==> src/rtl/dacbank_pkg.sv <==
package dacbank_pkg;
  localparam int unsigned DEF_CODE_W  = 8;
  localparam int unsigned DEF_ADDR_W  = 4;
  localparam int unsigned DEF_NUM_CH  = 12;
  localparam int unsigned DEF_SYNC_ST = 2;

  // single-cycle events found on the synchronised serial lines
  typedef struct packed {
    logic clk_rise;
    logic clk_fall;
    logic load_rise;
  } ser_evt_t;
endpackage

==> src/rtl/dacbank_sync.sv <==
module dacbank_sync #(
  parameter int unsigned WIDTH  = 1,
  parameter int unsigned STAGES = 2
) (
  input  logic             clk,
  input  logic             rst_n,
  input  logic [WIDTH-1:0] din,
  output logic [WIDTH-1:0] dout
);
  logic [STAGES-1:0][WIDTH-1:0] pipe_q;
  logic [STAGES-1:0][WIDTH-1:0] pipe_d;

  always_comb begin
    pipe_d[0] = din;
    for (int i = 1; i < STAGES; i++) begin
      pipe_d[i] = pipe_q[i-1];
    end
  end

  always_ff @(posedge clk or negedge rst_n) begin
    if (!rst_n) begin
      pipe_q <= '0;
    end else begin
      pipe_q <= pipe_d;
    end
  end

  assign dout = pipe_q[STAGES-1];
endmodule

==> src/rtl/dacbank_shifter.sv <==
module dacbank_shifter
  import dacbank_pkg::*;
#(
  parameter int unsigned FRAME_W = 12
) (
  input  logic               clk,
  input  logic               rst_n,
  input  logic               sclk_s,
  input  logic               din_s,
  input  logic               load_s,
  output ser_evt_t           evt,
  output logic [FRAME_W-1:0] frame_q,
  output logic               dout_q
);
  logic               sclk_prev_q;
  logic               load_prev_q;
  logic               shift_en;
  logic               out_en;
  logic [FRAME_W-1:0] frame_d;
  logic               dout_d;

  // edge detection against the previous synchronised level
  always_comb begin
    evt.clk_rise  = sclk_s & ~sclk_prev_q;
    evt.clk_fall  = ~sclk_s & sclk_prev_q;
    evt.load_rise = load_s & ~load_prev_q;
  end

  // next-state: shift on serial rise, present oldest bit on serial fall
  always_comb begin
    shift_en = evt.clk_rise;
    out_en   = evt.clk_fall;
    frame_d  = {frame_q[FRAME_W-2:0], din_s};
    dout_d   = frame_q[FRAME_W-1];
  end

  always_ff @(posedge clk or negedge rst_n) begin
    if (!rst_n) begin
      sclk_prev_q <= 1'b0;
      load_prev_q <= 1'b0;
      frame_q     <= '0;
      dout_q      <= 1'b0;
    end else begin
      sclk_prev_q <= sclk_s;
      load_prev_q <= load_s;
      if (shift_en) begin
        frame_q <= frame_d;
      end
      if (out_en) begin
        dout_q <= dout_d;
      end
    end
  end
endmodule

==> src/rtl/dacbank_latch_bank.sv <==
module dacbank_latch_bank #(
  parameter int unsigned NUM_CH = 12,
  parameter int unsigned CODE_W = 8,
  parameter int unsigned ADDR_W = 4
) (
  input  logic                     clk,
  input  logic                     rst_n,
  input  logic                     load_rise,
  input  logic [ADDR_W-1:0]        addr,
  input  logic [CODE_W-1:0]        code,
  output logic [NUM_CH*CODE_W-1:0] codes
);
  logic [NUM_CH-1:0] sel;

  // channel numbers start at 1; zero and anything above NUM_CH match nothing
  always_comb begin
    for (int i = 0; i < NUM_CH; i++) begin
      sel[i] = load_rise && (addr == ADDR_W'(i + 1));
    end
  end

  genvar g;
  generate
    for (g = 0; g < NUM_CH; g++) begin : g_chan
      logic [CODE_W-1:0] hold_q;

      always_ff @(posedge clk or negedge rst_n) begin
        if (!rst_n) begin
          hold_q <= '0;
        end else if (sel[g]) begin
          hold_q <= code;
        end
      end

      assign codes[g*CODE_W +: CODE_W] = hold_q;
    end
  endgenerate
endmodule

==> src/rtl/dacbank_serial_top.sv <==
module dacbank_serial_top
  import dacbank_pkg::*;
#(
  parameter int unsigned NUM_CH      = DEF_NUM_CH,
  parameter int unsigned CODE_W      = DEF_CODE_W,
  parameter int unsigned ADDR_W      = DEF_ADDR_W,
  parameter int unsigned SYNC_STAGES = DEF_SYNC_ST
) (
  input  logic                     clk,
  input  logic                     rst_n,
  input  logic                     ser_clk,
  input  logic                     ser_din,
  input  logic                     ser_load,
  output logic                     ser_dout,
  output logic [NUM_CH*CODE_W-1:0] chan_code
);
  localparam int unsigned FRAME_W = CODE_W + ADDR_W;

  logic               rst_q_n;
  logic [2:0]         lines_s;
  ser_evt_t           evt;
  logic [FRAME_W-1:0] frame_q;

  // reset: asserted at once, released after two clk edges
  dacbank_sync #(.WIDTH(1), .STAGES(2)) u_rst_sync (
    .clk  (clk),
    .rst_n(rst_n),
    .din  (1'b1),
    .dout (rst_q_n)
  );

  // all three serial lines go through the same depth so they stay aligned
  dacbank_sync #(.WIDTH(3), .STAGES(SYNC_STAGES)) u_line_sync (
    .clk  (clk),
    .rst_n(rst_q_n),
    .din  ({ser_clk, ser_din, ser_load}),
    .dout (lines_s)
  );

  dacbank_shifter #(.FRAME_W(FRAME_W)) u_shift (
    .clk    (clk),
    .rst_n  (rst_q_n),
    .sclk_s (lines_s[2]),
    .din_s  (lines_s[1]),
    .load_s (lines_s[0]),
    .evt    (evt),
    .frame_q(frame_q),
    .dout_q (ser_dout)
  );

  dacbank_latch_bank #(
    .NUM_CH(NUM_CH),
    .CODE_W(CODE_W),
    .ADDR_W(ADDR_W)
  ) u_bank (
    .clk      (clk),
    .rst_n    (rst_q_n),
    .load_rise(evt.load_rise),
    .addr     (frame_q[FRAME_W-1 -: ADDR_W]),
    .code     (frame_q[CODE_W-1:0]),
    .codes    (chan_code)
  );
endmodule

==> config.mk <==
export PLATFORM = sky130hd
export DESIGN_NAME = dacbank_serial_top
export DESIGN_NICKNAME = d
export VERILOG_FILES = /design/src/rtl/dacbank_pkg.sv /design/src/rtl/dacbank_sync.sv /design/src/rtl/dacbank_shifter.sv /design/src/rtl/dacbank_latch_bank.sv /design/src/rtl/dacbank_serial_top.sv
export SDC_FILE = /design/constraint.sdc
export NUM_CORES = 1
export LEC_CHECK = 0
export BUFFER_PORTS_ARGS = -buffer_cell sky130_fd_sc_hd__buf_4
export CAP_MARGIN = 20
export CELL_PAD_IN_SITES_DETAIL_PLACEMENT = 2
export CELL_PAD_IN_SITES_GLOBAL_PLACEMENT = 2
export CORE_MARGIN = 2
export CORE_UTILIZATION = 23
export DETAILED_ROUTE_END_ITERATION = 8
export PLACE_DENSITY = 0.6
export SYNTH_ARGS = -nofsm -noshare
export SYNTH_HDL_FRONTEND = slang
export SYNTH_SLANG_ARGS = --single-unit
==> constraint.sdc <==
create_clock -name clk -period 5.1 [get_ports clk]
set_input_delay 0.51 -clock clk [delete_from_list [all_inputs] [get_ports clk]]
set_output_delay 0.51 -clock clk [all_outputs]
set_load 0.005 [all_outputs]
Word-level counts from Yosys, hierarchy flattened
Index checks and enable logic that the tools add are counted.
{ "totals": {"ff_bits": 119, "inputBits": 5, "out_inout_bits": 97} }
{ "op_classes": {"n_eq_ne": 12, "bitwise_logic": 6, "reduce_logical": 12} }
{ "ops": {"columns": ["cell", "count"], "rows": [
  ["4-bit == test, second input constant", 5],
  ["4-bit by 3-bit == test with 1-bit output, second input constant", 4],
  ["1-bit logical AND", 12],
  ["4-bit by 2-bit == test with 1-bit output, second input constant", 2],
  ["4-bit by 1-bit == test with 1-bit output, second input constant", 1],
  ["1-bit bitwise AND", 3],
  ["1-bit inverter", 3]
]} }

Logic depth before layout (Yosys ltp)
Gate-level depths: netlist of run 1.
{ "logic_depth": {"ltp_word": 3, "ltp_mapped": 4, "ltp_nobuf": 3} }

Modules after synthesis
From an unflattened synthesis of run 1, not the netlist that was laid out.
{ "hier_totals": {"cells_unflattened": 266, "hier_area_um2": 4529.3} }
{ "modules_own_cells": {"columns": ["mod", "n_inst", "cells_each", "area_each_um2", "seq_area_each_um2"], "rows": [
  ["dacbank_latch_bank", 1, 223, 3706.1, 2402.3],
  ["dacbank_shifter", 1, 34, 619.3, 375.4],
  ["dacbank_sync (u_line_sync)", 1, 6, 150.1, 150.1],
  ["dacbank_sync (u_rst_sync)", 1, 2, 50.0, 50.0],
  ["dacbank_serial_top", 1, 1, 3.8, 0.0]
]} }

Least setup slack after synthesis of run 1
Ideal clock, no wire load.
{ "synth_path": {"path_kind": "register -> register", "start": "register u_shift.frame_q[10]", "end": "register u_bank.g_chan[2].hold_q[0]", "t_arrival_ps": 1399, "t_required_ps": 4973, "setup_slack_ps": 3574, "stages_incl_launch_ff": 5, "n_path_buf": 1, "cell_sequence": "dfrtp_1 > nor4b_4 > and3_1 > buf_4 > mux2_1"} }
{ "synth_between": {"elab_chain_len": 2} }
{ "synth_lines": {"columns": ["element", "line", "rtl"], "rows": [
  ["start: declaration", "dacbank_shifter.sv:12", "output logic [FRAME_W-1:0] frame_q,"],
  ["start signal: assignment", "dacbank_shifter.sv:47", "frame_q <= frame_d;"],
  ["4-bit by 2-bit == test with 1-bit output", "dacbank_latch_bank.sv:18", "sel[i] = load_rise && (addr == ADDR_W'(i + 1));"],
  ["1-bit logical AND", "dacbank_latch_bank.sv:18", null],
  ["end signal: assignment", "dacbank_latch_bank.sv:31", "hold_q <= code;"],
  ["end: declaration", "dacbank_latch_bank.sv:25", "logic [CODE_W-1:0] hold_q;"]
]} }
Every way passes these cells.
A chain may end at the register's enable or synchronous reset.

Final worst setup path of run 1
{ "layout_path": {"start": "register u_shift.frame_q[10]", "end": "register u_bank.g_chan[2].hold_q[4]"} }
The elaborated chain is that of the path after synthesis.

==> results.cfg, run 1 <==
[timing]
timing.slew.headroom_pct = 32.0
timing.final.ws_setup_ps = 3260
finalCritPeriodShare_pct = 36.0
period_needed_ps = 1840
setup_violations = 0
max_freq_mhz = 545
finClkSkew_ps = 8.37
hold_viol = 0
tightest_slew_ps = 1020
grt_setup_unrepaired = no
holdWs_ps = 210
drv_slew = 0
tns_ps = 0

[global_routing]
grt_pass1_vias = 3084
grt_use_met2_pct = 20.6
top_usage_layer = met2
grt_first_pass_wirelength_mm = 19.2
grt_overflow_total = 0
met1_usage_pct = 15.8
antenna_found_initial = 0
grt_usage_pct = 12.7
grt_max_degree = 84
met3_usage_pct = 4.74

[final_layout]
multiInputGateArea_mm2 = 0.00148
nets = 378
final_cell_mix = dfrtp_1 (118), buf_4 (102), mux2_2 (85)
area_growth_pct = 37.1
seq_area_mm2 = 0.00298
layout-drive-gt1-share_pct = 64.3
fin_area_mm2 = 0.00622
antenna_cells = 0
final_common_cell = dfrtp_1
fin_util_pct = 32.1
fillers = 2046

[placed_design]
gp_congestion = 0.688
dp_hpwl_mm = 7.83
dp_slack_ps = 3240
dpl_cell_area_mm2 = 0.00556
io_buffers = 101

[synth]
synth_area_leaders = dfrtp_1 (66%), mux2_2 (21%), mux2_4 (5.3%)
synth-seq-cells = 119
ys_types = 21
syn-num-nets = 269
avgSynthCellArea_um2 = 17.2
ys_seq_area_share_pct = 65.7
ys_warn_count = 0
synthDominantCellAreaShare_pct = 65.7
syn_area_mm2 = 0.00454
synth_largest_area_cell = dfrtp_1
synth_cells = 264

[floorplanning]
io_pins = 102
floorplan.rows = 51
die_h_um = 144
die_w_um = 144
design.die.area_mm2 = 0.0209
core_mm2 = 0.0194
initial_core_util_pct = 23.4

[power]
ir_worst_vdd_mv = 0.221
power_density_mw_per_mm2 = 581
leakagePower_nw = 3.11

[hold_path]
hp-start = ser_load
hold_end = u_line_sync.pipe_d[3]
hp-class = input port to flip-flop
holdPathStages = 1

[clock_tree]
post_cts_resized = 0
insertion_delay_ps = 410
clock_sinks = 119
clkSlewWorstSetupHoldPaths_ps = 60
post_cts_buffers = 0
cts_buffers = 17
hold_buffers = 1
cts_buffer_depth = 2
cts_tree = done
root_buffer = clkbuf_16
cts.htree.levels = 4

[worst_setup_path]
worstPathRequired_ps = 5390
crit_fanout = 8
worstReg2RegStart = u_shift.frame_q[10]
reg2reg_slack_ps = 3260
reg2reg_to = u_bank.g_chan[2].hold_q[4]
crit_type = flip-flop to flip-flop
worstPathArrival_ps = 2120
rr_worst_depth = 3
worst_setup_path_start_kind = flip-flop
worstSetupEndpointType = flip-flop

[routing]
wl_per_cell_um = 18.8
firstDrtPassIters = 4
wirelength_mm = 12.2
vias = 2640
drtIter0Drc = 64
antenna_left = 0
viasPerCell = 4.07
drc = 0

[run]
cap_viol_max_count = 0

[outcome]
status = complete, no violations
## kinds of logic (layout without fill, tap and decap cells)
group / Yosys count / in the layout / synth area share (%)
flops: 119 / 119 / 65.7
other cells: 1 / 1 / 0.0827
simple gates: 21 / 21 / 4.22
buf+inv: 14 / 134 / 1.66
mux: 109 / 109 / 28.4
## flip-flops by register name (all words and copies together) (netlist names)
name	flops
u_rst_sync.pipe_d	1
u_line_sync.pipe_d	3
u_shift.frame_q	12
u_shift.sclk_prev_q	1
u_shift.dout_q	1
u_rst_sync.dout	1
u_line_sync.dout	3
u_bank.g_chan.hold_q	96
u_shift.load_prev_q	1
## synth_stat cells (all sizes together)
master	n
nor4b	1
buf	4
nor3	1
and3	3
nor2	1
clkbuf	10
nand4b	1
conb	1
dfrtp	119
nor2b	1
mux2	109
and4bb	2
nand2b	1
and2b	2
nand2	8
## critical path, stage by stage, from the launching register on
cell and delay [ps]:
dfrtp_1 450, nor4b_4 400, and3_1 490, mux2_1 370
## layer usage
metal	part of all wire, %	wire (µm)
met1	43	5280
met2	50	6130
met3	5.3	641
met4	0.98	119
met5	0	0
## through the flow
step / instances / total power, W
3_3_place_gp: 617 / 0.00235
5_1_grt: 649 / 0.00385
2_1_floorplan: 264 / 0.00182
6_report: 649 / 0.00362
3_5_place_dp: 617 / 0.00240
4_1_cts: 648 / 0.00370
## power breakdown
group          internal, W  total, W  switching, W
Sequential         0.00122   0.00155      0.000327
Combinational     0.000536  0.000796      0.000260
Clock             0.000850   0.00127      0.000420
## final cells by class
cell class / instances / area share, %
clock buffers: 22 / 7.62
multi-input cells: 131 / 23.8
repair buffers: 104 / 12.9
well taps: 265 / 5.33
clock inverters: 8 / 2.35
flip-flops and latches: 119 / 47.9
## worst max path at each step
stage	from	end	slack (ps)	cells after the start
3_5_place_dp	u_shift.frame_q[10]	u_bank.g_chan[2].hold_q[3]	3240	3
5_1_grt	u_shift.frame_q[10]	u_bank.g_chan[2].hold_q[4]	3130	3
2_1_floorplan	u_rst_sync.dout	u_bank.g_chan[0].hold_q[0]	1540	0
3_3_place_gp	u_shift.frame_q[10]	u_bank.g_chan[2].hold_q[4]	3350	3
6_report	u_shift.frame_q[10]	u_bank.g_chan[2].hold_q[4]	3260	3
4_1_cts	u_shift.frame_q[10]	u_bank.g_chan[2].hold_q[2]	3240	3
Power figures use the tool's default switching activity.
==> inputs of run 2 (changes only) <==
- PLACE_DENSITY: 0.6 -> 0.62
- clock period: 5.1 -> 1.5 ns (I/O delays scaled with it)
==> run 2 against run 1 <==
Compared with the run above: the flow now finishes with violations (negative setup slack); die area is the same; maximum frequency grew 16%; power grew to 3.4 times the previous value; clock power grew to 3.1 times the previous value; worst hold slack lost 150 ps; sequential power grew to 3.4 times the previous value; utilization grew 1.3 points; worst setup slack lost 3300 ps; clock skew shrank 0.93 ps; clock-buffer cell count grew 1; critical path type unchanged; critical endpoint is now u_bank.g_chan[6].hold_q[4]; largest power group unchanged.
==> results.cfg, run 2 (synthesis results as in run 1) <==
[global_routing]
grt_overflow_total = 0
grt_first_pass_wirelength_mm = 19.2
grt_max_degree = 53
grt_pass1_vias = 3091
grt_usage_pct = 12.8
antenna_found_initial = 0

[run]
cap_viol_max_count = 0

[worst_setup_path]
crit_type = flip-flop to flip-flop
worstPathArrival_ps = 1870
rr_worst_depth = 3
worstReg2RegStart = u_shift.frame_q[11]
crit_fanout = 8
reg2reg_to = u_bank.g_chan[6].hold_q[4]
worstSetupEndpointType = flip-flop
worst_setup_path_start_kind = flip-flop
worstPathRequired_ps = 1790
startpoint = u_shift.frame_q[11]
reg2reg_slack_ps = -80

[hold_path]
hp-class = input port to async pin

[placed_design]
dp_hpwl_mm = 8.21
io_buffers = 101
gp_congestion = 0.669
dp_slack_ps = -103
dpl_cell_area_mm2 = 0.00569

[clock_tree]
cts_buffer_depth = 2
clock_sinks = 119
insertion_delay_ps = 410
clkSlewWorstSetupHoldPaths_ps = 50
cts.htree.levels = 4
cts_buffers = 17
cts_tree = done
root_buffer = clkbuf_16

[final_layout]
fin_area_mm2 = 0.00648
fillers = 2014
nets = 394
final_cell_mix = dfrtp_1 (116), buf_4 (108), mux2_2 (77)
largest_reg_flops = 96
final_common_cell = dfrtp_1
antenna_cells = 0
regMostFlops = u_bank.g_chan.hold_q
area_growth_pct = 42.8
layout-drive-gt1-share_pct = 68.2
reg_top3 = u_bank.g_chan.hold_q (96), u_shift.frame_q (12)

[power]
power_density_mw_per_mm2 = 1910
leakagePower_nw = 3.27
ir_worst_vdd_mv = 0.795

[floorplanning]
die_w_um = 144
die_h_um = 144
initial_core_util_pct = 23.4
design.die.area_mm2 = 0.0209
floorplan.rows = 51
core_mm2 = 0.0194
io_pins = 102

[outcome]
violations = negative setup slack
status = complete, but fails checks

[timing]
timing.slew.headroom_pct = 45.7
max_freq_mhz = 632
drv_slew = 0
finalCritPeriodShare_pct = 105
finClkSkew_ps = 7.44
tns_ps = -2620
setup_violations = 64
holdWs_ps = 55.8
tightest_slew_ps = 815
grt_setup_unrepaired = yes
period_needed_ps = 1580
timing.final.ws_setup_ps = -81.3
hold_viol = 0

[routing]
vias = 2690
wirelength_mm = 12.5
drtIter0Drc = 53
viasPerCell = 4.03
drc = 0
firstDrtPassIters = 4
wl_per_cell_um = 18.8
antenna_left = 0
## run 2: cell types whose count changed in the layout (fill, tap and decap cells not counted), moves of 3 or more
cell           delta
nand2_8           +3
nand2_2           -8
dlygate4sd3_1     +3
nand2_4           +5
buf_6             +5
buf_4             +6
mux2_2            -8
clkinv_2          +4
buf_12            +3
mux2_4           +16
mux2_1            -8
## run 2: layout make-up
class | instances | area [µm²] | area share, %
Timing Repair Buffer | 120 | 967 | 14.9
Sequential cell | 119 | 2980 | 46.1
Multi-Input combinational cell | 131 | 1620 | 25.0
Clock inverter | 9 | 98.8 | 1.53
Tap cell | 265 | 332 | 5.12
Clock buffer | 23 | 478 | 7.38
## run 2: timing repair
item / CTS / global route
gates resized for setup: 19 / 17
setup endpoints to repair: 81 / 86
hold endpoints to repair: 5 / 0
hold buffers: 4 / 0
setup buffers: 1 / 2
pin swaps: 5 / 2
## run 2: how the worst max path moves through the flow
stage               cells after the start                         end  slack [ps]
finish                                  3  u_bank.g_chan[6].hold_q[4]         -80
global route                            5  u_bank.g_chan[0].hold_q[3]        -130
CTS                                     4  u_bank.g_chan[2].hold_q[7]         -80
detailed placement                      4  u_bank.g_chan[2].hold_q[7]        -100
global placement                        4  u_bank.g_chan[2].hold_q[1]         -50
floorplan                               4  u_bank.g_chan[2].hold_q[1]          -6
## run 2: through the flow
step           util [%]  cells  power [W]
2_1_floorplan         -    264    0.00621
3_3_place_gp       29.3    628    0.00814
3_5_place_dp       29.3    628    0.00831
4_1_cts            32.9    665     0.0125
5_1_grt            33.4    667     0.0132
6_report           33.4    667     0.0124
## run 2: critical path: stages (launching register included)
cell      delay (ps)
dfrtp_2          440
and4bb_4         390
and3_4           300
mux2_4           320
## run 2: where the power goes
part | internal [W] | leakage [nW] | switching (W)
combinational | 0.00207 | 1.41 | 0.00108
clock | 0.00256 | 0.290 | 0.00141
sequential | 0.00417 | 1.58 | 0.00110
total | 0.00880 | 3.27 | 0.00360
## run 2: per-layer routing
metal  up-vias  part of all wire (%)  GRT usage [%]
met5         -                     0              0
met4         0                   1.4           4.91
met3        13                   4.4           3.71
met2        72                    51           21.7
met1      1421                    43           15.5
li1       1184                     -              -
==> inputs of run 3 (changes only) <==
- CORE_ASPECT_RATIO: default -> 1.25
- clock period: 1.5 -> 1.25 ns (I/O delays scaled with it)
==> run 3 against run 2 <==
Compared with the run above: the run still ends with negative setup slack left; highest routed layer unchanged; worst hold slack worse by 30 ps; clock-buffer cell count fell by 3; maximum frequency is 1.0% lower; via count barely moved; cell count grew 0.60%; critical path depth up 1; worst setup slack worse by 270 ps; register-to-register slack worse by 270 ps; routed wire length rose by 0.28%.
==> results.cfg, run 3 (synthesis results as in run 1) <==
[outcome]
status = complete, but fails checks
violations = negative setup slack

[placed_design]
gp_congestion = 0.690
io_buffers = 101
dp_hpwl_mm = 8.48
dpl_cell_area_mm2 = 0.00584
dp_slack_ps = -318
place_inst = 635

[final_layout]
reg_top3 = u_bank.g_chan.hold_q (96), u_shift.frame_q (12)
nets = 398
antenna_cells = 0
final_common_cell = dfrtp_1
regMostFlops = u_bank.g_chan.hold_q
fin_area_mm2 = 0.00670
final_cell_mix = dfrtp_1 (115), buf_4 (109), mux2_2 (77)
layout-drive-gt1-share_pct = 69.2
largest_reg_flops = 96
fin_cells = 671
area_growth_pct = 47.6

[clock_tree]
clock_sinks = 119
root_buffer = clkbuf_16
post_cts_buffers = 0
insertion_delay_ps = 410
cts_buffer_depth = 2
cts_buffers = 17
clkSlewWorstSetupHoldPaths_ps = 60
cts.htree.levels = 4
cts_tree = done

[worst_setup_path]
worstPathArrival_ps = 1890
worst_setup_path_start_kind = flip-flop
crit_fanout = 8
worstSetupEndpointType = flip-flop
worstPathRequired_ps = 1540
crit_type = flip-flop to flip-flop

[power]
ir_worst_vdd_mv = 0.902
leakagePower_nw = 3.26
power_density_mw_per_mm2 = 2340

[routing]
drtIter0Drc = 37
viasPerCell = 4.01
antenna_left = 0
wirelength_mm = 12.6
vias = 2689
drc = 0
firstDrtPassIters = 4
wl_per_cell_um = 18.7

[floorplanning]
floorplan.rows = 57
initial_core_util_pct = 23.4
core_mm2 = 0.0194
die_h_um = 161
die_w_um = 130
design.die.area_mm2 = 0.0209
io_pins = 102

[timing]
timing.final.ws_setup_ps = -347
timing.slew.headroom_pct = 57.9
finalCritPeriodShare_pct = 128
tns_ps = -21980
max_freq_mhz = 626
finClkSkew_ps = 10.9
tightest_slew_ps = 632
setup_violations = 96
grt_setup_unrepaired = yes
drv_slew = 0
hold_viol = 0
period_needed_ps = 1600

[global_routing]
grt_first_pass_wirelength_mm = 20.1
grt_max_degree = 39
grt_pass1_vias = 3226
grt_overflow_total = 0
grt_usage_pct = 13.2
antenna_found_initial = 0

[run]
cap_viol_max_count = 0

[hold_path]
hp-class = input port to async pin
## run 3: changes by cell type in the layout (fill, tap and decap cells not counted), moves of 4 or more
| cell | delta |
|---|---|
| clkinv_2 | -4 |
| nand2_4 | -5 |
| nand2_8 | +5 |
| buf_12 | +7 |
| buf_6 | -4 |
## run 3: timing repair
item,CTS,global route
endpoints found under the setup margin,96,98
hold buffers,4,0
pin swaps,5,3
gates resized for setup,29,6
hold endpoints to repair,5,0
## run 3: stage by stage
stage | power [W] | hold slack, ps | utilization [%]
after floorplan | 0.00749 | -171 | -
after global placement | 0.0100 | -92.0 | 30.1
after detailed placement | 0.0102 | -91.4 | 30.1
after CTS | 0.0160 | 7.65 | 34.4
after global routing | 0.0166 | 34.3 | 34.5
final | 0.0157 | 26.0 | 34.5
## run 3: per-layer routing
metal | vias to the layer above | GRT usage, % | part of all wire, %
met5 | - | 0 | 0
li1 | 1188 | - | -
met2 | 64 | 22.8 | 55
met1 | 1425 | 15.2 | 39
met4 | 0 | 4.84 | 1.3
met3 | 12 | 3.97 | 4.7
## run 3: final cells by class
cell class | count | area (µm²)
Multi-Input combinational cell | 131 | 1660
Sequential cell | 119 | 2990
Timing Repair Buffer | 124 | 1070
Clock buffer | 20 | 447
Fill cell | 1994 | 12700
Tap cell | 265 | 332
Clock inverter | 12 | 200
## run 3: report_power, final
group / switching [W] / leakage [nW] / total, W / internal, W
logic: 0.00168 / 1.38 / 0.00432 / 0.00264
registers: 0.00102 / 1.58 / 0.00603 / 0.00501
clock network: 0.00175 / 0.306 / 0.00533 / 0.00359
## run 3: path summary, 6_finish.rpt
| check | start | end | slack, ps | cells past startpoint |
|---|---|---|---|---|
| worst max-delay path | u_shift.frame_q[10] | u_bank.g_chan[2].hold_q[7] | -350 | 4 |
| worst min-delay path | rst_n | u_rst_sync.dout | 30 | 2 |
| worst max register to register | u_shift.frame_q[10] | u_bank.g_chan[2].hold_q[7] | -350 | 4 |
| worst min register to register | u_rst_sync.dout | u_bank.g_chan[5].hold_q[2] | 210 | 0 |
| max in group asynchronous | u_rst_sync.dout | u_shift.load_prev_q | 530 | 1 |
| min in group clk | u_line_sync.pipe_d[3] | u_line_sync.dout[0] | 350 | 0 |
## run 3: critical path, stage by stage (launching register included)
cell and delay, ps:
dfrtp_2 450, nor4b_4 340, and3_4 240, buf_12 140, mux2_4 300
